File: config.mk
export PLATFORM = sky130hd
export DESIGN_NAME = clamp_pulse_gen
export DESIGN_NICKNAME = d
export VERILOG_FILES = /design/src/rtl/clamp_gen_pkg.sv /design/src/rtl/cg_sync.sv /design/src/rtl/cg_trail_detect.sv /design/src/rtl/cg_line_timer.sv /design/src/rtl/clamp_pulse_gen.sv
export SDC_FILE = /design/constraint.sdc
export NUM_CORES = 1
export LEC_CHECK = 0
export ABC_AREA = 1
export BUFFER_PORTS_ARGS = -buffer_cell sky130_fd_sc_hd__buf_2
export CAP_MARGIN = 30
export CORE_UTILIZATION = 35
export CTS_CLUSTER_SIZE = 8
export DETAILED_ROUTE_END_ITERATION = 6
export PLACE_DENSITY = 0.66
export SETUP_SLACK_MARGIN = 0.4
export SLEW_MARGIN = 10
export SYNTH_ARGS = -nofsm -noshare
export SYNTH_HDL_FRONTEND = slang
export SYNTH_SLANG_ARGS = --single-unit
File: constraint.sdc
create_clock -name clk -period 1.4 [get_ports clk]
set_input_delay 0.14 -clock clk [delete_from_list [all_inputs] [get_ports clk]]
set_output_delay 0.14 -clock clk [all_outputs]
set_load 0.02 [all_outputs]
File: src/rtl/clamp_gen_pkg.sv
package clamp_gen_pkg;

  typedef enum logic [1:0] {
    TMR_IDLE  = 2'd0,
    TMR_WAIT  = 2'd1,
    TMR_PULSE = 2'd2
  } tmr_state_t;

endpackage

File: src/rtl/cg_sync.sv
module cg_sync #(
  parameter int W      = 1,
  parameter int STAGES = 2
) (
  input  logic         clk,
  input  logic         rst,
  input  logic [W-1:0] d_i,
  output logic [W-1:0] q_o
);

  logic [W-1:0] stg [STAGES];

  always_ff @(posedge clk) begin
    if (rst) begin
      for (int s = 0; s < STAGES; s++) stg[s] <= '0;
    end else begin
      stg[0] <= d_i;
      for (int s = 1; s < STAGES; s++) stg[s] <= stg[s-1];
    end
  end

  assign q_o = stg[STAGES-1];

endmodule

File: src/rtl/cg_trail_detect.sv
module cg_trail_detect (
  input  logic clk,
  input  logic rst,
  input  logic lvl_i,
  input  logic lead_rise_i,
  output logic trail_o
);

  logic lvl_q;

  always_ff @(posedge clk) begin
    if (rst) lvl_q <= 1'b0;
    else     lvl_q <= lvl_i;
  end

  // trailing level is high when the leading edge falls, low when it rises
  assign trail_o = (lvl_i != lvl_q) && (lvl_i == ~lead_rise_i);

endmodule

File: src/rtl/cg_line_timer.sv
module cg_line_timer
  import clamp_gen_pkg::*;
#(
  parameter int CNT_W = 8
) (
  input  logic             clk,
  input  logic             rst,
  input  logic             start_i,
  input  logic [CNT_W-1:0] place_i,
  input  logic [CNT_W-1:0] dur_i,
  output logic             pulse_o
);

  localparam logic [CNT_W-1:0] ONE = CNT_W'(1);

  tmr_state_t       st;
  logic [CNT_W-1:0] cnt;
  logic [CNT_W-1:0] dur_q;

  always_ff @(posedge clk) begin
    if (rst) begin
      st    <= TMR_IDLE;
      cnt   <= '0;
      dur_q <= '0;
    end else if (start_i) begin
      dur_q <= dur_i;
      if (dur_i == '0) begin
        st  <= TMR_IDLE;
        cnt <= '0;
      end else if (place_i == '0) begin
        st  <= TMR_PULSE;
        cnt <= dur_i;
      end else begin
        st  <= TMR_WAIT;
        cnt <= place_i;
      end
    end else begin
      unique case (st)
        TMR_WAIT: begin
          if (cnt == ONE) begin
            st  <= TMR_PULSE;
            cnt <= dur_q;
          end else begin
            cnt <= cnt - ONE;
          end
        end
        TMR_PULSE: begin
          if (cnt == ONE) st <= TMR_IDLE;
          cnt <= cnt - ONE;
        end
        default: begin
          st  <= TMR_IDLE;
          cnt <= '0;
        end
      endcase
    end
  end

  assign pulse_o = (st == TMR_PULSE);

endmodule

File: src/rtl/clamp_pulse_gen.sv
module clamp_pulse_gen #(
  parameter int CNT_W       = 8,
  parameter int NUM_CH      = 3,
  parameter int SYNC_STAGES = 2
) (
  input  logic              clk,
  input  logic              rst,
  input  logic              hsync_i,
  input  logic              ext_clamp_i,
  input  logic              cfg_hs_pol_i,
  input  logic              cfg_ext_sel_i,
  input  logic              cfg_ext_act_low_i,
  input  logic [CNT_W-1:0]  cfg_place_i,
  input  logic [CNT_W-1:0]  cfg_dur_i,
  input  logic [NUM_CH-1:0] cfg_mid_sel_i,
  output logic              clamp_o,
  output logic [NUM_CH-1:0] clamp_mid_o
);

  localparam int IN_W = 2;

  logic [IN_W-1:0] raw_in;
  logic [IN_W-1:0] sync_in;
  logic            hs_lvl;
  logic            ext_lvl;
  logic            trail_det;
  logic            tmr_pulse;
  logic            ext_norm;

  assign raw_in = {ext_clamp_i, hsync_i};

  cg_sync #(
    .W      (IN_W),
    .STAGES (SYNC_STAGES)
  ) sync_i (
    .clk (clk),
    .rst (rst),
    .d_i (raw_in),
    .q_o (sync_in)
  );

  assign hs_lvl  = sync_in[0];
  assign ext_lvl = sync_in[1];

  cg_trail_detect trail_i (
    .clk         (clk),
    .rst         (rst),
    .lvl_i       (hs_lvl),
    .lead_rise_i (cfg_hs_pol_i),
    .trail_o     (trail_det)
  );

  cg_line_timer #(
    .CNT_W (CNT_W)
  ) timer_i (
    .clk     (clk),
    .rst     (rst),
    .start_i (trail_det),
    .place_i (cfg_place_i),
    .dur_i   (cfg_dur_i),
    .pulse_o (tmr_pulse)
  );

  assign ext_norm = ext_lvl ^ cfg_ext_act_low_i;

  always_ff @(posedge clk) begin
    if (rst) clamp_o <= 1'b0;
    else     clamp_o <= cfg_ext_sel_i ? ext_norm : tmr_pulse;
  end

  for (genvar ch = 0; ch < NUM_CH; ch++) begin : g_ref
    always_ff @(posedge clk) begin
      if (rst) clamp_mid_o[ch] <= 1'b0;
      else     clamp_mid_o[ch] <= cfg_mid_sel_i[ch];
    end
  end

endmodule

== Word-level counts from Yosys, hierarchy flattened ==
Memory sizes are Yosys's and may differ from the RTL's.
Index checks and enable logic that the tools add are counted.

* Eq/ne operators: 7
* Reduce and logical (&&, ||, !) cells: 4
* Add/sub/neg operators: 1
* Bitwise operators: 4
* Mux-type cells: 17

{| class="wikitable"
|+ Operators by type and width
! kind !! number
|-
| 8-bit 2-to-1 mux || 4
|-
| 8-bit zero test || 2
|-
| 8-bit case mux with 2 select lines || 1
|-
| 2-bit 2-to-1 mux || 7
|-
| 8-bit by 1-bit equality test with 1-bit output (second input constant) || 1
|-
| 8-bit by 1-bit subtractor with 8-bit output (second input constant) || 1
|-
| 3-bit by 1-bit inequality test with 1-bit output (second input constant) || 2
|-
| 1-bit 2-to-1 mux || 4
|-
| 2-bit case mux with 2 select lines || 1
|-
| 2-bit by 1-bit equality test with 1-bit output (second input constant) || 1
|-
| 2-bit equality test (second input constant) || 1
|-
| 1-bit OR || 2
|-
| 2-bit AND reduction || 1
|-
| 1-bit equality test || 1
|-
| 1-bit logical AND || 1
|-
| 1-bit inequality test || 1
|-
| 1-bit NOT || 1
|-
| 1-bit XOR || 1
|}

* Memories kept: 1
* Bits in registers: 23
* Output and inout port bits: 4
* RAM bits: 4
* Input port bits: 26

{| class="wikitable"
|+ Memories
! memory !! depth !! width !! read ports !! clocked after Yosys merged registers in !! wr ports !! RTL line !! RTL
|-
| sync_i.stg || 2 || 2 || 2 || 0 || 2 || cg_sync.sv:11 || <nowiki>logic [W-1:0] stg [STAGES];</nowiki>
|}

== Longest topological paths before layout ==
Gate-level depths: netlist of run 1.

* Depth after elaboration: 5
* Mapped depth: 10
* Gate-level depth less buffers: 10

== Hierarchy ==
From an unflattened synthesis of run 1, not the netlist that was laid out.

* Cell total of the unflattened synthesis: 246
* Area total of the unflattened synthesis: 1584.0 µm²

{| class="wikitable"
|+ By module, submodules not included
! module !! times used !! seq. area each (µm²) !! cells an instance !! area an instance (µm²)
|-
| cg_line_timer || 1 || 360.3 || 202 || 1261.2
|-
| clamp_pulse_gen || 1 || 80.1 || 19 || 140.1
|-
| cg_sync || 1 || 80.1 || 14 || 125.1
|-
| cg_trail_detect || 1 || 20.0 || 11 || 57.6
|}

== Least setup slack after synthesis of run 1 ==
OpenSTA, ideal clock, no wires.

* Path kind: register to register
* Start: reg timer_i.cnt[1]
* End: reg timer_i.cnt[6]
* Period minus slack after synthesis: 1224 ps
* Cell stages (with the launch flop): 10
* Slack: 176 ps
* Arrival time: 1090 ps
* Required time: 1266 ps
* Cells stage by stage: dfxtp_1 > inv_1 > ha_1 > nand3_1 > inv_1 > nand2_4 > o21ai_0 > nand2_1 > nand2_1 > a21oi_1

* Word-level cells in the longest chain between the ends: 4
* Elaborated cells on any way between the ends: 5

{| class="wikitable"
|+ RTL lines
! what !! RTL line !! RTL
|-
| start, declared || cg_line_timer.sv:17 || <nowiki>logic [CNT_W-1:0] cnt;</nowiki>
|-
| start signal, assigned || cg_line_timer.sv:32 || <nowiki>cnt <= dur_i;</nowiki>
|-
| start signal, assigned || cg_line_timer.sv:35 || <nowiki>cnt <= place_i;</nowiki>
|-
| start signal, assigned || cg_line_timer.sv:42 || <nowiki>cnt <= dur_q;</nowiki>
|-
| 8-bit by 1-bit subtractor with 8-bit output / 8-bit by 1-bit equality test with 1-bit output (equally long branches) || cg_line_timer.sv:44, cg_line_timer.sv:49, cg_line_timer.sv:40 ||
|-
| 8-bit 2-to-1 mux || cg_line_timer.sv:40 || <nowiki>if (cnt == ONE) begin</nowiki>
|-
| 8-bit case mux with 2 select lines (*) || cg_line_timer.sv:38 || <nowiki>unique case (st)</nowiki>
|-
| 8-bit 2-to-1 mux (*) || cg_line_timer.sv:25 || <nowiki>end else if (start_i) begin</nowiki>
|}

Mark *: on every way between the ends. The rest lies on a longest branch, timed or not.
A chain may end at the register's enable or synchronous reset.

== Final worst setup path of run 1 ==
* Start: reg timer_i.cnt[1]
* End: reg timer_i.cnt[1]

The elaborated chain is that of the path after synthesis.

==> results of run 1 <==
[placed cells by master (no fill, tap or decap), types with 4 or more instances in the layout]
cell type | netlist | layout
nand2_1 | 70 | 64
buf_2 | 1 | 29
nor2_1 | 31 | 27
inv_1 | 33 | 26
nand3_1 | 25 | 21
dfxtp_1 | 27 | 20
a21oi_2 | 6 | 8
inv_2 | 1 | 7
nand2_2 | 1 | 6
buf_6 | 1 | 6
dfxtp_2 | 0 | 6
o21ai_2 | 0 | 5
nor2_4 | 4 | 5
buf_4 | 0 | 5
nand2_4 | 3 | 4
a21oi_1 | 6 | 4
[per-layer routing]
layer	part of all wire, %	vias to the layer above
met4	2.7	0
met2	48	29
met5	0	-
li1	-	819
met1	47	656
met3	2.3	9
[final cells by class]
cell class	count	area, um^2	area share (%)
repair inverters	1	8.76	0.416
repair buffers	40	250	11.9
flip-flops and latches	27	552	26.2
inverters	36	146	6.95
clock inverters	1	5.00	0.238
well taps	52	65.1	3.09
clock buffers	3	41.3	1.96
multi-input cells	171	1040	49.3
[power groups by stage]
stage,Combinational (W),Sequential (W),Clock [W]
floorplan,0.000293,0.000854,0
global placement,0.000399,0.000848,0
detailed placement,0.000404,0.000850,0
CTS,0.000432,0.000834,0.000454
global route,0.000528,0.000841,0.000487
finish,0.000470,0.000836,0.000446
[stage by stage]
step | instances | instance area (um^2)
2_1_floorplan | 237 | 1650
3_3_place_gp | 316 | 1850
3_5_place_dp | 316 | 1850
4_1_cts | 328 | 1990
5_1_grt | 331 | 2110
6_report | 331 | 2110
[cells by family after synthesis]
kind of cell,synth area share [%]
buffers and inverters,10.2
and+or+nand+nor,42.3
adders and majority gates,3.16
xor gates and xnor gates,1.11
AOI/OAI and AO/OA,9.08
DFF,34.1
[registers in the layout (all words and copies together), names as in the netlist]
signal and flops:
clamp_mid_o 3, sync_i.stg 4, clamp_o 1, trail_i.lvl_q 1, timer_i.cnt 8, timer_i.st 2
timer_i.dur_q 8
[final timing paths]
check / end / slack [ns] / startpoint
hold / removal: clamp_mid_o[0]$_SDFF_PP0_ / 0.06 / cfg_mid_sel_i[0]
hold reg to reg: sync_i.stg[0][2]$_SDFF_PP0_ / 0.40 / sync_i.stg[0][0]$_SDFF_PP0_
setup reg to reg: timer_i.cnt[1]$_SDFF_PP0_ / 0.12 / timer_i.cnt[1]$_SDFF_PP0_
setup / recovery: timer_i.cnt[1]$_SDFF_PP0_ / 0.12 / timer_i.cnt[1]$_SDFF_PP0_
[repair_timing]
item | CTS | global route
endpoints found under the setup margin | 15 | 19
pin swaps | 7 | 20
hold endpoints to repair | 0 | 0
resized for setup | 17 | 32
gates cloned | 2 | 0
setup buffers | 6 | 3
[worst register-to-register path: cells and delay by family, from the launching register on]
kind / cells / cell delay [ns]
compound gates: 1 / 0.05
fa+ha+maj: 1 / 0.13
flops: 1 / 0.35
buf+inv: 1 / 0.06
simple gates: 6 / 0.58
==> results.toml, run 1 <==
[job]
maxCapViolCount = 0

[route]
detail-route-antenna-nets = 0
post_drt_wl_per_cell_um = 10.8
firstDrtPassIters = 4
drt_iter0_drc = 39
drt_wl_total_mm = 3.58
vias = 1513
drc = 0
post_drt_via_cell_ratio = 4.57

[worst_setup_path]
critPathCaptureType = "register"
slowest_delay_ns = 0.35
cp_num_buf_inv = 1
worst-path-stages = 9
crit_path_max_fanout = 6
critPathKind = "register to register"
cpMostUsedCell = "nand2_1"
cp.required_ns = 1.56
r2r_cells = 9
cp_top_family = "simple AND/OR/NAND/NOR gates"
cp-start-kind = "register"
slowest_stage = "dfxtp_2"
crit_chain = "inv_4, ha_4, nand3_4, nor2_4, nand2_4, nand3b_1, nand2_1, nand2_1, a21oi_2"
worstPathArrival_ns = 1.44

[power]
power.switching_w = 0.000545
switching_share_pct = 31.1
p_leak_nw = 1.00
p_total_w = 0.00175
p_int_w = 0.00121
comb_power_share_pct = 26.8
powerDensity_nw_per_um2 = 832
clkPwrFrac_pct = 25.5
pwr-share-seq_pct = 47.7
vdd_ir_drop_max_mv = 0.482

[logic_synthesis]
synth.top_cell.area_share_pct = 34.1
synthArstFlopShare_pct = 0
syn_inst = 237
synthFlopType = "dfxtp_1"
synth_top_area_cell = "dfxtp_1"
synth_seq_cells = 27
syn_nets = 267
synth_edf_count = 0
synth_common_cells = "70 x nand2_1, 33 x inv_1, 31 x nor2_1, 27 x dfxtp_1, 25 x nand3_1"
synth.distinct_cells = 27
synth_seq_area_share_pct = 34.1
synth_area_leaders = "dfxtp_1 34%, nand2_1 17%, nand3_1 7.9%"
syn_area_um2 = 1580
synth_most_common_cell = "nand2_1"
synth_warnings = 0
syn_area_per_cell_um2 = 6.68

[clock_network]
clock_sinks = 27
ctsHoldBuffers = 0
numCtsBuffers = 3
root_buffer = "clkbuf_8"
h-tree-depth = 1
cts_buffer_depth = 2
cts_tree = "built"
clk_latency_ns = 0.28
clkTransAtPathRegs_ns = 0.10

[grt]
grt_use_total_pct = 15.7
grt_util_met3_pct = 1.89
global_route.overflow_total = 0
grt_pass1_wl_mm = 6.16
grt_max_degree = 19
grt_pass1_vias = 1415
met1_usage_pct = 19.8
busiest_layer = "met2"
use_met2_pct = 26.3
antenna_found_initial = 0

[finish]
fin_util_pct = 48.4
syn_to_final_growth_pct = 32.9
fin_nets = 310
diodes = 0
fill_cells = 441
drive_above_1_share_pct = 38.4

[hold_path]
hold_path.class = "input pin to register"
hold_depth = 3

[timing]
finalSetupViolations = 0
rsz0062_at_grt = "true"
worst_slew_pin_slew_ns = 0.409
period_share_pct = 91.1
setup_slack_ns = 0.124
drv_slew = 0
finalClockSkew_ns = 0.00896
tns_ns = 0
fin_hold_ws_ns = 0.0585
hold_viol_final = 0
period_minus_slack_ns = 1.28
relSlewSlack_pct = 72.7
max_freq_ghz = 0.784

[floorplan]
pin_count = 30
row_count = 24
dieArea_um2 = 4800
coreArea_um2 = 4350
initial_core_util_pct = 36.4
die_y_um = 69.3
die_w_um = 69.3

[place]
place.gp.congestion = 0.823
port_buffers = 29
dpl.hpwl_mm = 2.71
place_ws_ns = 0.116

[outcome]
outcome = "completed"
Power figures use the tool's default switching activity.
==> inputs of run 2 (changes only) <==
- CORE_MARGIN: not set -> 4
- SETUP_SLACK_MARGIN: 0.4 -> 0.1
==> run 2 against run 1 <==
Compared with the run above:
- clock power grew 1%
- critical endpoint unchanged
- clock skew shrank 0.0055 ns
- fmax rose by 0.41%
- sequential power fell by 0.6%
- global-route usage down 2.7 points
- largest power group unchanged
- critical path type unchanged
- die area increased by 18%
==> results.toml, run 2 (synthesized netlist as in run 1, its figures left out) <==
[power]
p_int_w = 0.00117
switching_share_pct = 30.4
vdd_ir_drop_max_mv = 0.493
p_leak_nw = 0.918
clkPwrFrac_pct = 27.0
powerDensity_nw_per_um2 = 885
pwr-share-seq_pct = 49.6
comb_power_share_pct = 23.4
power.switching_w = 0.000510

[route]
detail-route-antenna-nets = 0
drc = 0
post_drt_wl_per_cell_um = 10.4
drt_iter0_drc = 52
vias = 1448
post_drt_via_cell_ratio = 4.50
firstDrtPassIters = 4
drt_wl_total_mm = 3.34

[floorplan]
row_count = 24
initial_core_util_pct = 36.4
pin_count = 30
dieArea_um2 = 5670
die_y_um = 75.3
die_w_um = 75.3
coreArea_um2 = 4350

[worst_setup_path]
crit_path_max_fanout = 6
slowest_delay_ns = 0.37
critPathCaptureType = "register"
cp-start-kind = "register"
r2r_slack_ns = 0.13
crit_path_start = "timer_i.cnt[3]$_SDFF_PP0_"
r2r_cells = 8
worstPathArrival_ns = 1.43
crit_chain = "nor2_4, nand2_4, nor2_4, nand2_4, nand3b_1, nand2_1, nand2_1, a21oi_2"
r2r_end = "timer_i.cnt[1]$_SDFF_PP0_"
cp.required_ns = 1.56
cp_top_family = "simple AND/OR/NAND/NOR gates"
reg2reg_from = "timer_i.cnt[3]$_SDFF_PP0_"
cp_num_buf_inv = 0
critPathKind = "register to register"
slowest_stage = "dfxtp_1"

[finish]
fill_cells = 439
final_common_cell = "nand2_1"
reg_top3 = "timer_i.cnt: 8 flops, timer_i.dur_q: 8 flops, sync_i.stg: 4 flops"
diodes = 0
syn_to_final_growth_pct = 19.6
layout_common_cells = "69 x nand2_1, 30 x inv_1, 29 x nor2_1, 29 x buf_2"
fin_util_pct = 43.5
fin_nets = 301
drive_above_1_share_pct = 25.6

[place]
port_buffers = 29
place.gp.congestion = 0.773
dpl.hpwl_mm = 2.72

[clock_network]
clock_sinks = 27
h-tree-depth = 1
cts_tree = "built"
numCtsBuffers = 3
clk_latency_ns = 0.27
clkTransAtPathRegs_ns = 0.10
cts_buffer_depth = 2
root_buffer = "clkbuf_8"

[outcome]
outcome = "completed"

[timing]
hold_viol_final = 0
relSlewSlack_pct = 83.8
drv_slew = 0
worst_slew_pin_slew_ns = 0.242
period_share_pct = 90.8
max_freq_ghz = 0.787
rsz0062_at_grt = "true"
finalClockSkew_ns = 0.00350
tns_ns = 0
period_minus_slack_ns = 1.27
finalSetupViolations = 0

[grt]
global_route.overflow_total = 0
antenna_found_initial = 0
grt_use_total_pct = 13.0
grt_pass1_wl_mm = 5.69
grt_max_degree = 19
grt_pass1_vias = 1344

[hold_path]
holdPathEnd = "sync_i.stg[0][0]$_SDFF_PP0_"
hold_depth = 3
hold_start = "hsync_i"
hold_path.class = "input pin to register"

[job]
maxCapViolCount = 0
run 2: cell count changes in the layout (fill, tap and decap cells not counted), sizes merged:
cell	before	now
buf	40	32
clkinvlp	0	1
inv	36	35
clkinv	2	1
run 2: final cells by class:
type / count / area (um^2) / share of cell area, %
timing repair buffer: 32 / 168 / 8.85
multi-input combinational: 171 / 922 / 48.7
tap: 52 / 65.1 / 3.43
inverter: 36 / 146 / 7.73
clock inverter: 1 / 7.51 / 0.396
clock buffer: 3 / 41.3 / 2.18
sequential: 27 / 544 / 28.7
run 2: worst max path at each step:
| stage | to | depth (start not counted) | slack, ns |
|---|---|---|---|
| after global placement | timer_i.cnt[1]$_SDFF_PP0_ | 9 | 0.09 |
| after CTS | timer_i.cnt[2]$_SDFF_PP0_ | 8 | 0.10 |
| after floorplan | timer_i.cnt[6]$_SDFF_PP0_ | 9 | 0.18 |
| after detailed placement | timer_i.cnt[1]$_SDFF_PP0_ | 9 | 0.05 |
| after global routing | timer_i.cnt[3]$_SDFF_PP0_ | 10 | 0.004 |
| final | timer_i.cnt[1]$_SDFF_PP0_ | 8 | 0.13 |
run 2: metal layers:
layer  share of wire (%)  vias up  global-route usage [%]
li1                    -      802                       -
met2                  48       19                    21.2
met4                 2.0        0                    5.24
met1                  48      620                    17.1
met3                 2.5        7                    2.14
met5                   0        -                       0
run 2: tightest hold or removal path, delay by kind of cell:
kind	cells	cell delay (ns)
and+or+nand+nor	1	0.03
buffers and inverters	2	0.13
run 2: what timing repair did:
| action | CTS | global route |
|---|---|---|
| pin swaps | 2 | 4 |
| buffers inserted | 0 | 0 |
| resized for setup | 7 | 10 |
| hold buffers | 0 | 0 |
| setup endpoints to repair | 7 | 10 |
run 2: power groups by stage:
stage	combinational, W	clock [W]	sequential [W]
finish	0.000393	0.000452	0.000831
floorplan	0.000272	0	0.000851
detailed placement	0.000384	0	0.000847
global route	0.000451	0.000492	0.000836
global placement	0.000380	0	0.000847
CTS	0.000393	0.000463	0.000829
run 2: through the flow:
stage	cells	hold slack, ns	setup slack [ns]	total power (W)	area [um^2]
floorplan	237	0.247	0.176	0.00112	1580
global placement	318	0.339	0.0927	0.00123	1800
detailed placement	318	0.350	0.0481	0.00123	1800
CTS	322	0.0533	0.100	0.00168	1870
global route	322	0.0558	0.00407	0.00178	1890
finish	322	0.0587	0.129	0.00168	1890
